[config.mk]
export PLATFORM = sky130hd
export DESIGN_NAME = mdio_port_master
export DESIGN_NICKNAME = d
export VERILOG_FILES = /design/src/rtl/mdio_pkg.sv /design/src/rtl/mdio_mdc_gen.sv /design/src/rtl/mdio_frame_seq.sv /design/src/rtl/mdio_port_master.sv
export SDC_FILE = /design/constraint.sdc
export NUM_CORES = 1
export LEC_CHECK = 0
export CORE_AREA = 2 2 111 92
export DETAILED_ROUTE_END_ITERATION = 8
export DIE_AREA = 0 0 113 94
export PLACE_DENSITY = 0.68
export RECOVER_POWER = 25
export SYNTH_ARGS = -nofsm -noshare
export SYNTH_HDL_FRONTEND = slang
export SYNTH_SLANG_ARGS = --single-unit
[constraint.sdc]
create_clock -name clk -period 2.2 [get_ports clk]
set_input_delay 0.33 -clock clk [delete_from_list [all_inputs] [get_ports clk]]
set_output_delay 0.33 -clock clk [all_outputs]
set_load 0.02 [all_outputs]
[src/rtl/mdio_pkg.sv]
package mdio_pkg;
  localparam int FRAME_BITS = 64;
  localparam int TA_BIT     = 46;
  localparam int DATA_BIT   = 48;

  // Bus address: port plus base, wrapping at 32.
  function automatic logic [4:0] bus_addr(input logic [4:0] port5, input logic [4:0] base);
    return port5 + base;
  endfunction

  // Whole frame, first transmitted bit in the MSB.
  function automatic logic [FRAME_BITS-1:0] make_frame(input logic wr, input logic [4:0] pa,
                                                       input logic [4:0] ra, input logic [15:0] wd);
    return {32'hFFFF_FFFF, 2'b01, (wr ? 2'b01 : 2'b10), pa, ra,
            (wr ? 2'b10 : 2'b11), (wr ? wd : 16'h0000)};
  endfunction

  // Smallest half period (in system cycles) that keeps MDC at or under 25 MHz.
  function automatic int unsigned min_half(input int unsigned sys_hz);
    return (sys_hz + 32'd49_999_999) / 32'd50_000_000;
  endfunction
endpackage

[src/rtl/mdio_mdc_gen.sv]
module mdio_mdc_gen #(
  parameter int unsigned HALF = 2
) (
  input  logic clk,
  input  logic rst_n,
  input  logic run,
  output logic mdc,
  output logic bit_start,
  output logic sample_tick,
  output logic bit_end
);
  localparam int unsigned PER = 2 * HALF;
  localparam int CW = (PER > 2) ? $clog2(PER) : 1;

  logic [CW-1:0] cnt;
  logic          mdc_q;

  always_ff @(posedge clk) begin
    if (!rst_n || !run) begin
      cnt   <= '0;
      mdc_q <= 1'b1;
    end else begin
      cnt   <= (cnt == CW'(PER - 1)) ? '0 : cnt + 1'b1;
      mdc_q <= (cnt >= CW'(HALF));
    end
  end

  assign mdc         = mdc_q;
  assign bit_start   = run && (cnt == '0);
  assign sample_tick = run && (cnt == CW'(HALF));
  assign bit_end     = run && (cnt == CW'(PER - 1));

  // Low-phase length monitor for the half-period check.
  logic [15:0] low_len;
  always_ff @(posedge clk) begin
    if (!rst_n || mdc_q) low_len <= '0;
    else                 low_len <= low_len + 16'd1;
  end

  assert_mdc_low_phase_R1: assert property (@(posedge clk) disable iff (!rst_n)
    $rose(mdc_q) |-> ($past(low_len) == 16'(HALF - 1)));
endmodule

[src/rtl/mdio_frame_seq.sv]
module mdio_frame_seq
  import mdio_pkg::*;
#(
  parameter int PORT_W = 2
) (
  input  logic              clk,
  input  logic              rst_n,
  input  logic              req_valid,
  input  logic [PORT_W-1:0] req_port,
  input  logic [4:0]        req_reg,
  input  logic              req_write,
  input  logic [15:0]       req_wdata,
  input  logic [4:0]        addr_offset,
  input  logic              bit_start,
  input  logic              sample_tick,
  input  logic              bit_end,
  input  logic              mdio_i,
  output logic              busy,
  output logic              done,
  output logic [15:0]       rd_data,
  output logic              mdio_o,
  output logic              mdio_oe
);
  logic [FRAME_BITS-1:0] frame;
  logic [5:0]            idx;
  logic                  is_wr;
  logic [15:0]           shreg, sh_next;
  logic                  take_bit;

  assign take_bit = sample_tick && !is_wr && (idx >= 6'(DATA_BIT));
  assign sh_next  = take_bit ? {shreg[14:0], mdio_i} : shreg;

  always_ff @(posedge clk) begin
    if (!rst_n) begin
      busy    <= 1'b0;
      done    <= 1'b0;
      rd_data <= '0;
      mdio_o  <= 1'b1;
      mdio_oe <= 1'b0;
      frame   <= '0;
      idx     <= '0;
      is_wr   <= 1'b0;
      shreg   <= '0;
    end else begin
      done <= 1'b0;
      if (!busy) begin
        if (req_valid) begin
          busy  <= 1'b1;
          idx   <= '0;
          is_wr <= req_write;
          frame <= make_frame(req_write, bus_addr(5'(req_port), addr_offset), req_reg, req_wdata);
        end
      end else begin
        shreg <= sh_next;
        if (bit_start) begin
          mdio_o  <= frame[FRAME_BITS-1];
          mdio_oe <= is_wr || (idx < 6'(TA_BIT));
          frame   <= {frame[FRAME_BITS-2:0], 1'b0};
        end
        if (bit_end) begin
          if (idx == 6'(FRAME_BITS - 1)) begin
            busy    <= 1'b0;
            done    <= 1'b1;
            mdio_oe <= 1'b0;
            if (!is_wr) rd_data <= sh_next;
          end else begin
            idx <= idx + 6'd1;
          end
        end
      end
    end
  end

  assert_read_release_R7: assert property (@(posedge clk) disable iff (!rst_n)
    (busy && !is_wr && idx >= 6'(TA_BIT + 1)) |-> !mdio_oe);
  assert_done_single_R10: assert property (@(posedge clk) disable iff (!rst_n)
    done |=> !done);
  assert_done_not_busy_R10: assert property (@(posedge clk) disable iff (!rst_n)
    done |-> !busy);
  assert_no_retarget_R9: assert property (@(posedge clk) disable iff (!rst_n)
    (busy && $past(busy)) |-> $stable(is_wr));
  assert_rd_hold_R11: assert property (@(posedge clk) disable iff (!rst_n)
    !done |-> $stable(rd_data));
endmodule

[src/rtl/mdio_port_master.sv]
module mdio_port_master
  import mdio_pkg::*;
#(
  parameter int          PORT_W     = 2,
  parameter int unsigned SYS_CLK_HZ = 50_000_000,
  parameter int unsigned MDC_HALF   = 2
) (
  input  logic              clk,
  input  logic              rst_n,
  input  logic              req_valid,
  input  logic [PORT_W-1:0] req_port,
  input  logic [4:0]        req_reg,
  input  logic              req_write,
  input  logic [15:0]       req_wdata,
  input  logic [4:0]        addr_offset,
  output logic              busy,
  output logic              done,
  output logic [15:0]       rd_data,
  output logic              mdc,
  output logic              mdio_o,
  output logic              mdio_oe,
  input  logic              mdio_i
);
  localparam int unsigned FLOOR_HALF = min_half(SYS_CLK_HZ);
  localparam int unsigned HALF_EFF   = (MDC_HALF < FLOOR_HALF) ? FLOOR_HALF : MDC_HALF;

  logic bit_start, sample_tick, bit_end;

  mdio_mdc_gen #(.HALF(HALF_EFF)) u_mdc (
    .clk(clk), .rst_n(rst_n), .run(busy), .mdc(mdc),
    .bit_start(bit_start), .sample_tick(sample_tick), .bit_end(bit_end)
  );

  mdio_frame_seq #(.PORT_W(PORT_W)) u_seq (
    .clk(clk), .rst_n(rst_n), .req_valid(req_valid), .req_port(req_port),
    .req_reg(req_reg), .req_write(req_write), .req_wdata(req_wdata),
    .addr_offset(addr_offset), .bit_start(bit_start), .sample_tick(sample_tick),
    .bit_end(bit_end), .mdio_i(mdio_i), .busy(busy), .done(done),
    .rd_data(rd_data), .mdio_o(mdio_o), .mdio_oe(mdio_oe)
  );

  assert_mdc_idle_high_R2: assert property (@(posedge clk) disable iff (!rst_n)
    !busy |-> mdc);
  assert_idle_released_R4: assert property (@(posedge clk) disable iff (!rst_n)
    !busy |-> !mdio_oe);
  assert_drive_on_fall_R3: assert property (@(posedge clk) disable iff (!rst_n)
    (busy && ({mdio_oe, mdio_o} != $past({mdio_oe, mdio_o}))) |-> !mdc);
endmodule

# [Word level (Yosys, flattened, before mapping)]
# Index checks and enable logic that the tools add are counted.
[op_classes] n_addsub=3 order_cmp=3 n_eq_ne=6 mux=19 bitwise=2 n_reduce_logical=19
[ops] op="$mux W64" n=3
[ops] op="$mux W16" n=2
[ops] op="$mux W6" n=4
[ops] op="$mux W1" n=9
[ops] op="$add A6 B1 Y6 const B" n=1
[ops] op="$eq A6 B6 Y1 const B" n=1
[ops] op="$ge A6 B6 Y1 const B" n=1
[ops] op="$lt A6 B6 Y1 const B" n=1
[ops] op="$ne A2 B2 Y1 const B" n=3
[ops] op="$reduce_and A2 Y1" n=3
[ops] op="$reduce_and A3 Y1" n=2
[ops] op="$add A2 B5 Y5" n=1
[ops] op="$logic_and A1 B1 Y1" n=5
[ops] op="$eq A2 B2 Y1 const B" n=2
[ops] op="$reduce_and A4 Y1" n=1
[ops] op="$logic_not A1 Y1" n=3
[ops] op="$add A2 B1 Y2 const B" n=1
[ops] op="$ge A2 B2 Y1 const B" n=1
[ops] op="$logic_not A2 Y1" n=1
[ops] op="$logic_or A1 B1 Y1" n=2
[ops] op="$mux W2" n=1
[ops] op="$not A1 Y1" n=2
[ops] op="$reduce_bool A2 Y1" n=1
[ops] op="$reduce_or A2 Y1" n=1
[word_totals] regBits=110 inputBits=33

# [Longest topological paths before layout]
# Gate-level depths: netlist of the first run.
[depth] depth_word=5 mapped_depth=8 mapped_depth_nobuf=7

# [Cells and area by module]
# Synthesis of the first run repeated with hierarchy kept, for this count alone.
[hier_totals] cells_unflattened=527 hier_area_um2=4448.0
[modules_own_cells] module="mdio_frame_seq" n_inst=1 cells_each=513 area_per_inst_um2=4285.4
[modules_own_cells] module="mdio_mdc_gen" n_inst=1 cells_each=14 area_per_inst_um2=162.7

# [Least setup slack after synthesis of the first run]
# OpenSTA, ideal clock, no wires.
[synth_timing] path_type="register to register" startpoint="reg u_seq.busy" endpoint="reg u_seq.rd_data[10]" setup_time_ns=0.121 arrival_time_ns=1.435 t_required_ns=2.079 path_slack_ns=0.643 stages_incl_launch_ff=7 n_path_buf=2 synth_period_minus_slack_ns=1.557 cell_sequence="dfxtp_1 buf_4 nand3_4 or2_4 nor3_4 buf_6 a21oi_1"
[synth_via] elab_chain_len=4
[synth_lines] element="from (decl)" line_no="mdio_frame_seq.sv:18" text="output logic busy,"
[synth_lines] element="from (signal assigned)" line_no="mdio_frame_seq.sv:35" text="busy <= 1'b0;"
[synth_lines] element="from (signal assigned)" line_no="mdio_frame_seq.sv:48" text="busy <= 1'b1;"
[synth_lines] element="from (signal assigned)" line_no="mdio_frame_seq.sv:62" text="busy <= 1'b0;"
[synth_lines] element="$logic_and A1 B1 Y1" line_no="mdio_mdc_gen.sv:30" text="assign sample_tick = run && (cnt == CW'(HALF));"
[synth_lines] element="$logic_and A1 B1 Y1 (2 in a row)" line_no="mdio_frame_seq.sv:30" text="assign take_bit = sample_tick && !is_wr && (idx >= 6'(DATA_BIT));"
[synth_lines] element="$mux W16" line_no="mdio_frame_seq.sv:31" text="assign sh_next = take_bit ? {shreg[14:0], mdio_i} : shreg;"
[synth_lines] element="to (signal assigned)" line_no="mdio_frame_seq.sv:65" text="if (!is_wr) rd_data <= sh_next;"
[synth_lines] element="to (decl)" line_no="mdio_frame_seq.sv:20" text="output logic [15:0] rd_data,"
# Parallel ways exist; a longest one is shown, timed or not.
# A chain may end at the register's enable or synchronous reset.

# [Worst setup path after layout of the first run]
[layout_timing] startpoint="reg u_seq.busy" endpoint="out busy"
[layout_lines] element="to (decl)" line_no="mdio_port_master.sv:16" text="output logic busy,"
# No word-level cell between the ends.

==> results of run 1 <==
[power breakdown]
| group | switching [uW] | leakage, uW | internal [uW] |
|---|---|---|---|
| clock network | 752 | 0.000136 | 789 |
| registers | 80.9 | 0.000904 | 2130 |
| logic | 236 | 0.00117 | 238 |
| total | 1070 | 0.00221 | 3160 |
[layout by cell type (no fill, tap or decap), drive strengths merged, types with 3 or more instances in the layout]
cell | synthesis | routed
nor2b | 23 | 23
buf | 11 | 12
clkbuf | 24 | 11
clkdlybuf4s50 | 0 | 33
inv | 7 | 10
nor2 | 8 | 8
nand2 | 40 | 40
dlygate4sd3 | 0 | 19
nand3 | 5 | 5
xor2 | 3 | 3
dfxtp | 110 | 110
mux2i | 23 | 23
a21oi | 38 | 38
o211a | 9 | 9
o221a | 34 | 34
a21boi | 4 | 4
xnor2 | 3 | 3
ha | 6 | 6
o21ai | 48 | 48
[cell families (layout without fill, tap and decap cells)]
logic type,count (synthesis),count (layout),share of synthesized area [%]
compound gates,145,145,23.83
flops,110,110,50.66
simple gates,93,93,12.09
buf+inv,42,88,4.375
mux,24,24,5.642
fa+ha+maj,7,7,2.188
xor+xnor,6,6,1.209
[state kept, by name, indices dropped and copies added (netlist names), 2 cells and up]
register       cells
u_seq.frame       64
u_seq.idx          6
u_seq.rd_data     16
u_seq.shreg       16
u_mdc.cnt          2
[metrics by stage]
| step | setup slack, ns | hold slack [ns] | cells |
|---|---|---|---|
| final | 0.2601 | 0.3252 | 592 |
| after global routing | 0.1875 | 0.3190 | 592 |
| after CTS | 0.2324 | 0.3119 | 592 |
| after detailed placement | 0.07212 | 0.4449 | 576 |
| after global placement | 0.1131 | 0.4359 | 576 |
| after floorplan | 0.6435 | 0.4266 | 427 |
[metal layers]
layer  vias up  part of all wire (%)  GRT usage [%]
li1       1635                     -              -
met1      1582                    49          22.89
met5         -                     0              0
met2        61                    45          26.70
met4         0                   1.7          7.012
met3        10                   3.6          4.194
[how the worst max path moves through the flow]
| stage | end | slack, ns | cells after the start |
|---|---|---|---|
| after floorplan | u_seq.rd_data[10] | 0.64 | 6 |
| after global placement | u_seq.frame[27] | 0.11 | 8 |
| after detailed placement | u_seq.frame[27] | 0.07 | 8 |
| after CTS | busy | 0.23 | 1 |
| after global routing | busy | 0.19 | 1 |
| final | busy | 0.26 | 1 |
[cell type report]
type	instances	area share, %
Tap cell	119	2.843
Timing Repair Buffer	65	11.92
Sequential cell	110	42.04
Clock buffer	10	4.372
Multi-Input combinational cell	275	37.29
Inverter	7	0.5017
Clock inverter	6	1.027
==> flow_metrics.env, run 1 <==
export IMPL_status="finished, violations left"
export IMPL_violations="DRC"
export IMPL_gp_congestion=0.8082
export IMPL_hp_start="rst_n"
export IMPL_dieArea_sq_um=10620
export IMPL_hp_class="in2reg"
export IMPL_ys_warn_count=0
export IMPL_ant_nets=0
export IMPL_vias=3288
export IMPL_startpoint="u_seq.busy"
export IMPL_rsz0062_at_grt="no"
export IMPL_multi_input_area_sq_um=1953
export IMPL_synth_common_cells="dfxtp_1, o21ai_0, nand2_1"
export IMPL_worst_path_max_delay_cell="clkdlybuf4s50_1"
export IMPL_grt_max_degree=70
export IMPL_nNetsFinal=508
export IMPL_cts_root_buffer="clkbuf_16"
export IMPL_cellLeakagePower_uw=0.002206
export IMPL_r2r_start="u_seq.busy"
export IMPL_clock_skew_ns=0.008980
export IMPL_clk_path_buf_depth=2
export IMPL_period_share_pct=88.18
export IMPL_num_rows=32
export IMPL_cts_setup_buffers=0
export IMPL_setup_violations=0
export IMPL_cts_resized=0
export IMPL_ys_top_cells_by_area="dfxtp_1, o221a_2, o21ai_0, mux2i_1, a21oi_1"
export IMPL_cp_arrival_ns=1.61
export IMPL_insertedDiodeCount=0
export IMPL_syn_num_nets=467
export IMPL_synth_seq_area_share_pct=50.66
export IMPL_finalSetupTns_ns=0
export IMPL_yosysUniqueCellTypes=52
export IMPL_placedInstanceArea_sq_um=4962
export IMPL_area_growth_pct=20.50
export IMPL_critPathKind="reg2out"
export IMPL_final_area_sq_um=5238
export IMPL_p_total_uw=4228
export IMPL_max_cap_violations=0
export IMPL_yosysTopAreaCell="dfxtp_1"
export IMPL_core_region_area_sq_um=9449
export IMPL_cts_sinks=110
export IMPL_chipHeight_um=94
export IMPL_ioPinCount=54
export IMPL_synth_area_per_cell_sq_um=10.18
export IMPL_cp_data_required_time_ns=1.87
export IMPL_synth_seq_cells=110
export IMPL_antenna_found_initial=0
export IMPL_drv_slew=0
export IMPL_drive_gt1_share_pct=15.01
export IMPL_drt_total_wl_um=8779
export IMPL_synth_top_area_share_pct=50.66
export IMPL_reg2reg_depth=5
export IMPL_start_util_pct=46.00
export IMPL_grt_usage_pct=17.15
export IMPL_seqCellArea_sq_um=2202
export IMPL_fin_util_pct=55.43
export IMPL_grt_pass1_vias=3128
export IMPL_max_stage_delay_ns=0.70
export IMPL_wire_per_inst_um=14.83
export IMPL_startpoint_type="register"
export IMPL_power_density_nw_per_um2=807.3
export IMPL_grt_pass1_wl_um=14820
export IMPL_fmax_mhz=515.5
export IMPL_reg2reg_slack_ns=0.37
export IMPL_vdd_ir_drop_max_mv=0.4775
export IMPL_relSlewSlack_pct=66.24
export IMPL_synthArstFlopShare_pct=0
export IMPL_htreeDepth=3
export IMPL_r2r_end="u_seq.idx[0]"
export IMPL_end_kind="output pin"
export IMPL_whs_endpoint="u_seq.idx[5]"
export IMPL_crit_family="buffers and inverters"
export IMPL_yosysMostFrequentCell="dfxtp_1"
export IMPL_cts_clk_slew_worst_paths_ns=0.08
export IMPL_cts_hold_buf=0
export IMPL_synth_area_sq_um=4347
export IMPL_hpwl_um=5724
export IMPL_hold_viol=0
export IMPL_crit_path_cell_trace="clkdlybuf4s50_1"
export IMPL_gr_total_overflow=0
export IMPL_drc_errors=1
export IMPL_clk_latency_ns=0.35
export IMPL_hold_depth=3
export IMPL_drt_iter0_drc=167
export IMPL_n_fill_cell=857
export IMPL_cts_tree="done"
export IMPL_synth_edff_count=0
export IMPL_min_period_ns=1.940
export IMPL_cts_buffers=9
export IMPL_synthCells=427
export IMPL_die_w_um=113
export IMPL_portBuffers=53
export IMPL_critical_path_peak_fanout=11
export IMPL_crit_buf_inv=1
export IMPL_tightest_slew_ns=0.5064
export IMPL_viasPerCell=5.554
export IMPL_synth_main_ff_cell="dfxtp_1"
export IMPL_dr_pass1_iters=6
No activity file was read; power rests on OpenSTA's default activity.
==> run 2, diff against run 1 <==
--- a/config.mk
+++ b/config.mk
@@ -5,9 +5,12 @@
 export SDC_FILE = /design/constraint.sdc
 export NUM_CORES = 1
 export LEC_CHECK = 0
-export CORE_AREA = 2 2 111 92
+export ABC_AREA = 1
+export CORE_AREA = 2 2 114 94
+export CTS_CLUSTER_DIAMETER = 50
 export DETAILED_ROUTE_END_ITERATION = 8
-export DIE_AREA = 0 0 113 94
+export DIE_AREA = 0 0 116 96
+export HOLD_SLACK_MARGIN = 0.1
 export PLACE_DENSITY = 0.68
 export RECOVER_POWER = 25
 export SYNTH_ARGS = -nofsm -noshare
==> flow_metrics.env, run 2 <==
export IMPL_r2r_end="u_seq.frame[55]"
export IMPL_htreeDepth=3
export IMPL_r2r_start="u_seq.busy"
export IMPL_final_cell_mix="dfxtp_1, nand2_1, inv_1"
export IMPL_period_share_pct=92.11
export IMPL_reg2reg_slack_ns=0.30
export IMPL_cts_sinks=110
export IMPL_grt_usage_pct=17.95
export IMPL_synth_seq_cells=110
export IMPL_dieArea_sq_um=11140
export IMPL_largest_register_ffs=64
export IMPL_start_util_pct=46.24
export IMPL_fmax_mhz=493.5
export IMPL_hold_depth=2
export IMPL_reg_largest_list="u_seq.frame (64), u_seq.rd_data (16), u_seq.shreg (16)"
export IMPL_synth_common_cells="dfxtp_1, nand2_1, inv_1"
export IMPL_synthCells=573
export IMPL_hold_viol=0
export IMPL_end_kind="output pin"
export IMPL_setup_violations=0
export IMPL_final_common_cell="dfxtp_1"
export IMPL_gr_total_overflow=0
export IMPL_vdd_ir_drop_max_mv=0.3662
export IMPL_reg2reg_depth=4
export IMPL_min_period_ns=2.027
export IMPL_hpwl_um=6097
export IMPL_cts_root_buffer="clkbuf_16"
export IMPL_ys_warn_count=0
export IMPL_chipHeight_um=96
export IMPL_wire_per_inst_um=12.05
export IMPL_viasPerCell=4.946
export IMPL_cp_arrival_ns=1.70
export IMPL_cts_buffers=9
export IMPL_yosysTopAreaCell="dfxtp_1"
export IMPL_yosysMostFrequentCell="dfxtp_1"
export IMPL_synth_top_family_by_area="simple AND/OR/NAND/NOR gates"
export IMPL_drt_total_wl_um=9101
export IMPL_synth_area_sq_um=4621
export IMPL_crit_path_cell_trace="clkdlybuf4s50_1"
export IMPL_top_register="u_seq.frame"
export IMPL_vias=3734
export IMPL_cts_resized=0
export IMPL_ys_top_cells_by_area="dfxtp_1, nand2_1, inv_1, o21ai_0, nor2_1"
export IMPL_dr_pass1_iters=4
export IMPL_drive_gt1_share_pct=11.38
export IMPL_critPathKind="reg2out"
export IMPL_whs_endpoint="u_seq.idx[3]"
export IMPL_antenna_found_initial=0
export IMPL_tightest_slew_ns=0.6098
export IMPL_cts_setup_buffers=0
export IMPL_insertedDiodeCount=0
export IMPL_area_growth_pct=19.63
export IMPL_clk_path_buf_depth=2
export IMPL_yosys_area_share_adder_pct=2.058
export IMPL_cts_clk_slew_worst_paths_ns=0.07
export IMPL_synth_edff_count=0
export IMPL_syn_num_nets=613
export IMPL_crit_buf_inv=1
export IMPL_drt_iter0_drc=212
export IMPL_drc_errors=0
export IMPL_rsz0062_at_grt="no"
export IMPL_relSlewSlack_pct=59.34
export IMPL_clock_skew_ns=0.008113
export IMPL_ant_nets=0
export IMPL_grt_pass1_vias=3656
export IMPL_core_region_area_sq_um=9992
export IMPL_synth_xor_area_share_pct=0.3791
export IMPL_clk_latency_ns=0.35
export IMPL_hp_class="reg2reg"
export IMPL_num_rows=33
export IMPL_max_stage_delay_ns=0.71
export IMPL_portBuffers=53
export IMPL_nNetsFinal=650
export IMPL_fin_util_pct=55.32
export IMPL_synthMuxAreaShare_pct=0
export IMPL_yosysUniqueCellTypes=37
export IMPL_placedInstanceArea_sq_um=5195
export IMPL_cp_data_required_time_ns=1.87
export IMPL_grt_max_degree=37
export IMPL_cts_tree="done"
export IMPL_synthArstFlopShare_pct=0
export IMPL_synth_main_ff_cell="dfxtp_1"
export IMPL_ioPinCount=54
export IMPL_startpoint_type="register"
export IMPL_status="complete, no violations"
export IMPL_crit_family="buffers and inverters"
export IMPL_synth_seq_area_share_pct=47.66
export IMPL_gp_congestion=0.8207
export IMPL_cts_hold_buf=0
export IMPL_hp_start="u_seq.idx[3]"
export IMPL_finalSetupTns_ns=0
export IMPL_final_area_sq_um=5528
export IMPL_worst_path_max_delay_cell="clkdlybuf4s50_1"
export IMPL_synth_area_per_cell_sq_um=8.064
export IMPL_die_w_um=116
export IMPL_synth_simple_area_share_pct=20.80
export IMPL_max_cap_violations=0
export IMPL_synth_top_area_share_pct=47.66
export IMPL_grt_pass1_wl_um=16080
export IMPL_synth_compound_area_share_pct=18.28
export IMPL_critical_path_peak_fanout=11
export IMPL_cellLeakagePower_uw=0.002330
export IMPL_power_density_nw_per_um2=835.2
export IMPL_drv_slew=0
-- run 2: cell count changes after synthesis, sizes merged, moves of 20 or more --
cell | previous run | this run
a21oi | 38 | 11
a221oi | 0 | 24
a31oi | 0 | 23
inv | 7 | 77
mux2i | 23 | 0
nand2 | 40 | 111
nand3 | 5 | 25
nor2 | 8 | 59
nor2b | 23 | 0
o221a | 34 | 2
-- run 2: cells by family after synthesis --
kind of cell / count (synthesis)
AO/OA/AOI/OAI: 124
XOR/XNOR: 2
adder cells (fa/ha/maj): 7
buffers and inverters: 114
flip-flops: 110
AND/OR/NAND/NOR: 216
-- run 2: where the power goes --
part | leakage [uW] | switching [uW] | internal (uW)
clock network | 0.000166 | 695 | 1090
registers | 0.000904 | 79.3 | 2160
logic | 0.00126 | 353 | 235
total | 0.00233 | 1130 | 3490
-- run 2: through the flow --
step / setup slack [ns] / std cells / hold WS [ns] / total power (uW)
after CTS: 0.1532 / 755 / 0.4578 / 4661
after floorplan: 0.7628 / 573 / 0.4270 / 2712
final: 0.1735 / 755 / 0.4577 / 4617
after global routing: 0.09049 / 755 / 0.4909 / 4825
after detailed placement: 0.2211 / 739 / 0.4493 / 2872
after global placement: 0.2317 / 739 / 0.4373 / 2849
-- run 2: how the worst max path moves through the flow --
stage / start / endpoint / slack (ns) / depth (start not counted)
floorplan: u_seq.busy / u_seq.rd_data[10] / 0.76 / 9
global placement: req_port[0] / u_seq.frame[27] / 0.23 / 9
detailed placement: req_port[0] / u_seq.frame[27] / 0.22 / 9
CTS: u_seq.busy / busy / 0.15 / 1
global route: u_seq.busy / u_seq.frame[45] / 0.09 / 4
finish: u_seq.busy / busy / 0.17 / 1
-- run 2: area by class of cell --
type                       count  area, sq um
clock buffer                  13        270.3
clock inverter                 3        65.06
fill                         889         4464
inverter                      77        294.0
multi-input combinational    349         1918
sequential                   110         2202
tap                          140        175.2
timing repair buffer          63        603.1
-- run 2: metal layers --
metal / global-route usage [%] / part of all wire (%) / vias to the layer above
met5: 0 / 0 / -
met4: 6.250 / 1.3 / 0
met3: 4.660 / 3.6 / 12
met2: 29.34 / 46 / 48
met1: 23.16 / 49 / 1730
li1: - / - / 1944
==> run 3, diff against run 2 <==
--- a/config.mk
+++ b/config.mk
@@ -16,3 +16,4 @@
 export SYNTH_ARGS = -nofsm -noshare
 export SYNTH_HDL_FRONTEND = slang
 export SYNTH_SLANG_ARGS = --single-unit
+export TNS_END_PERCENT = 100
==> results of run 3 <==
Same layout as run 2: the final DEF is identical, and so are final timing and power.
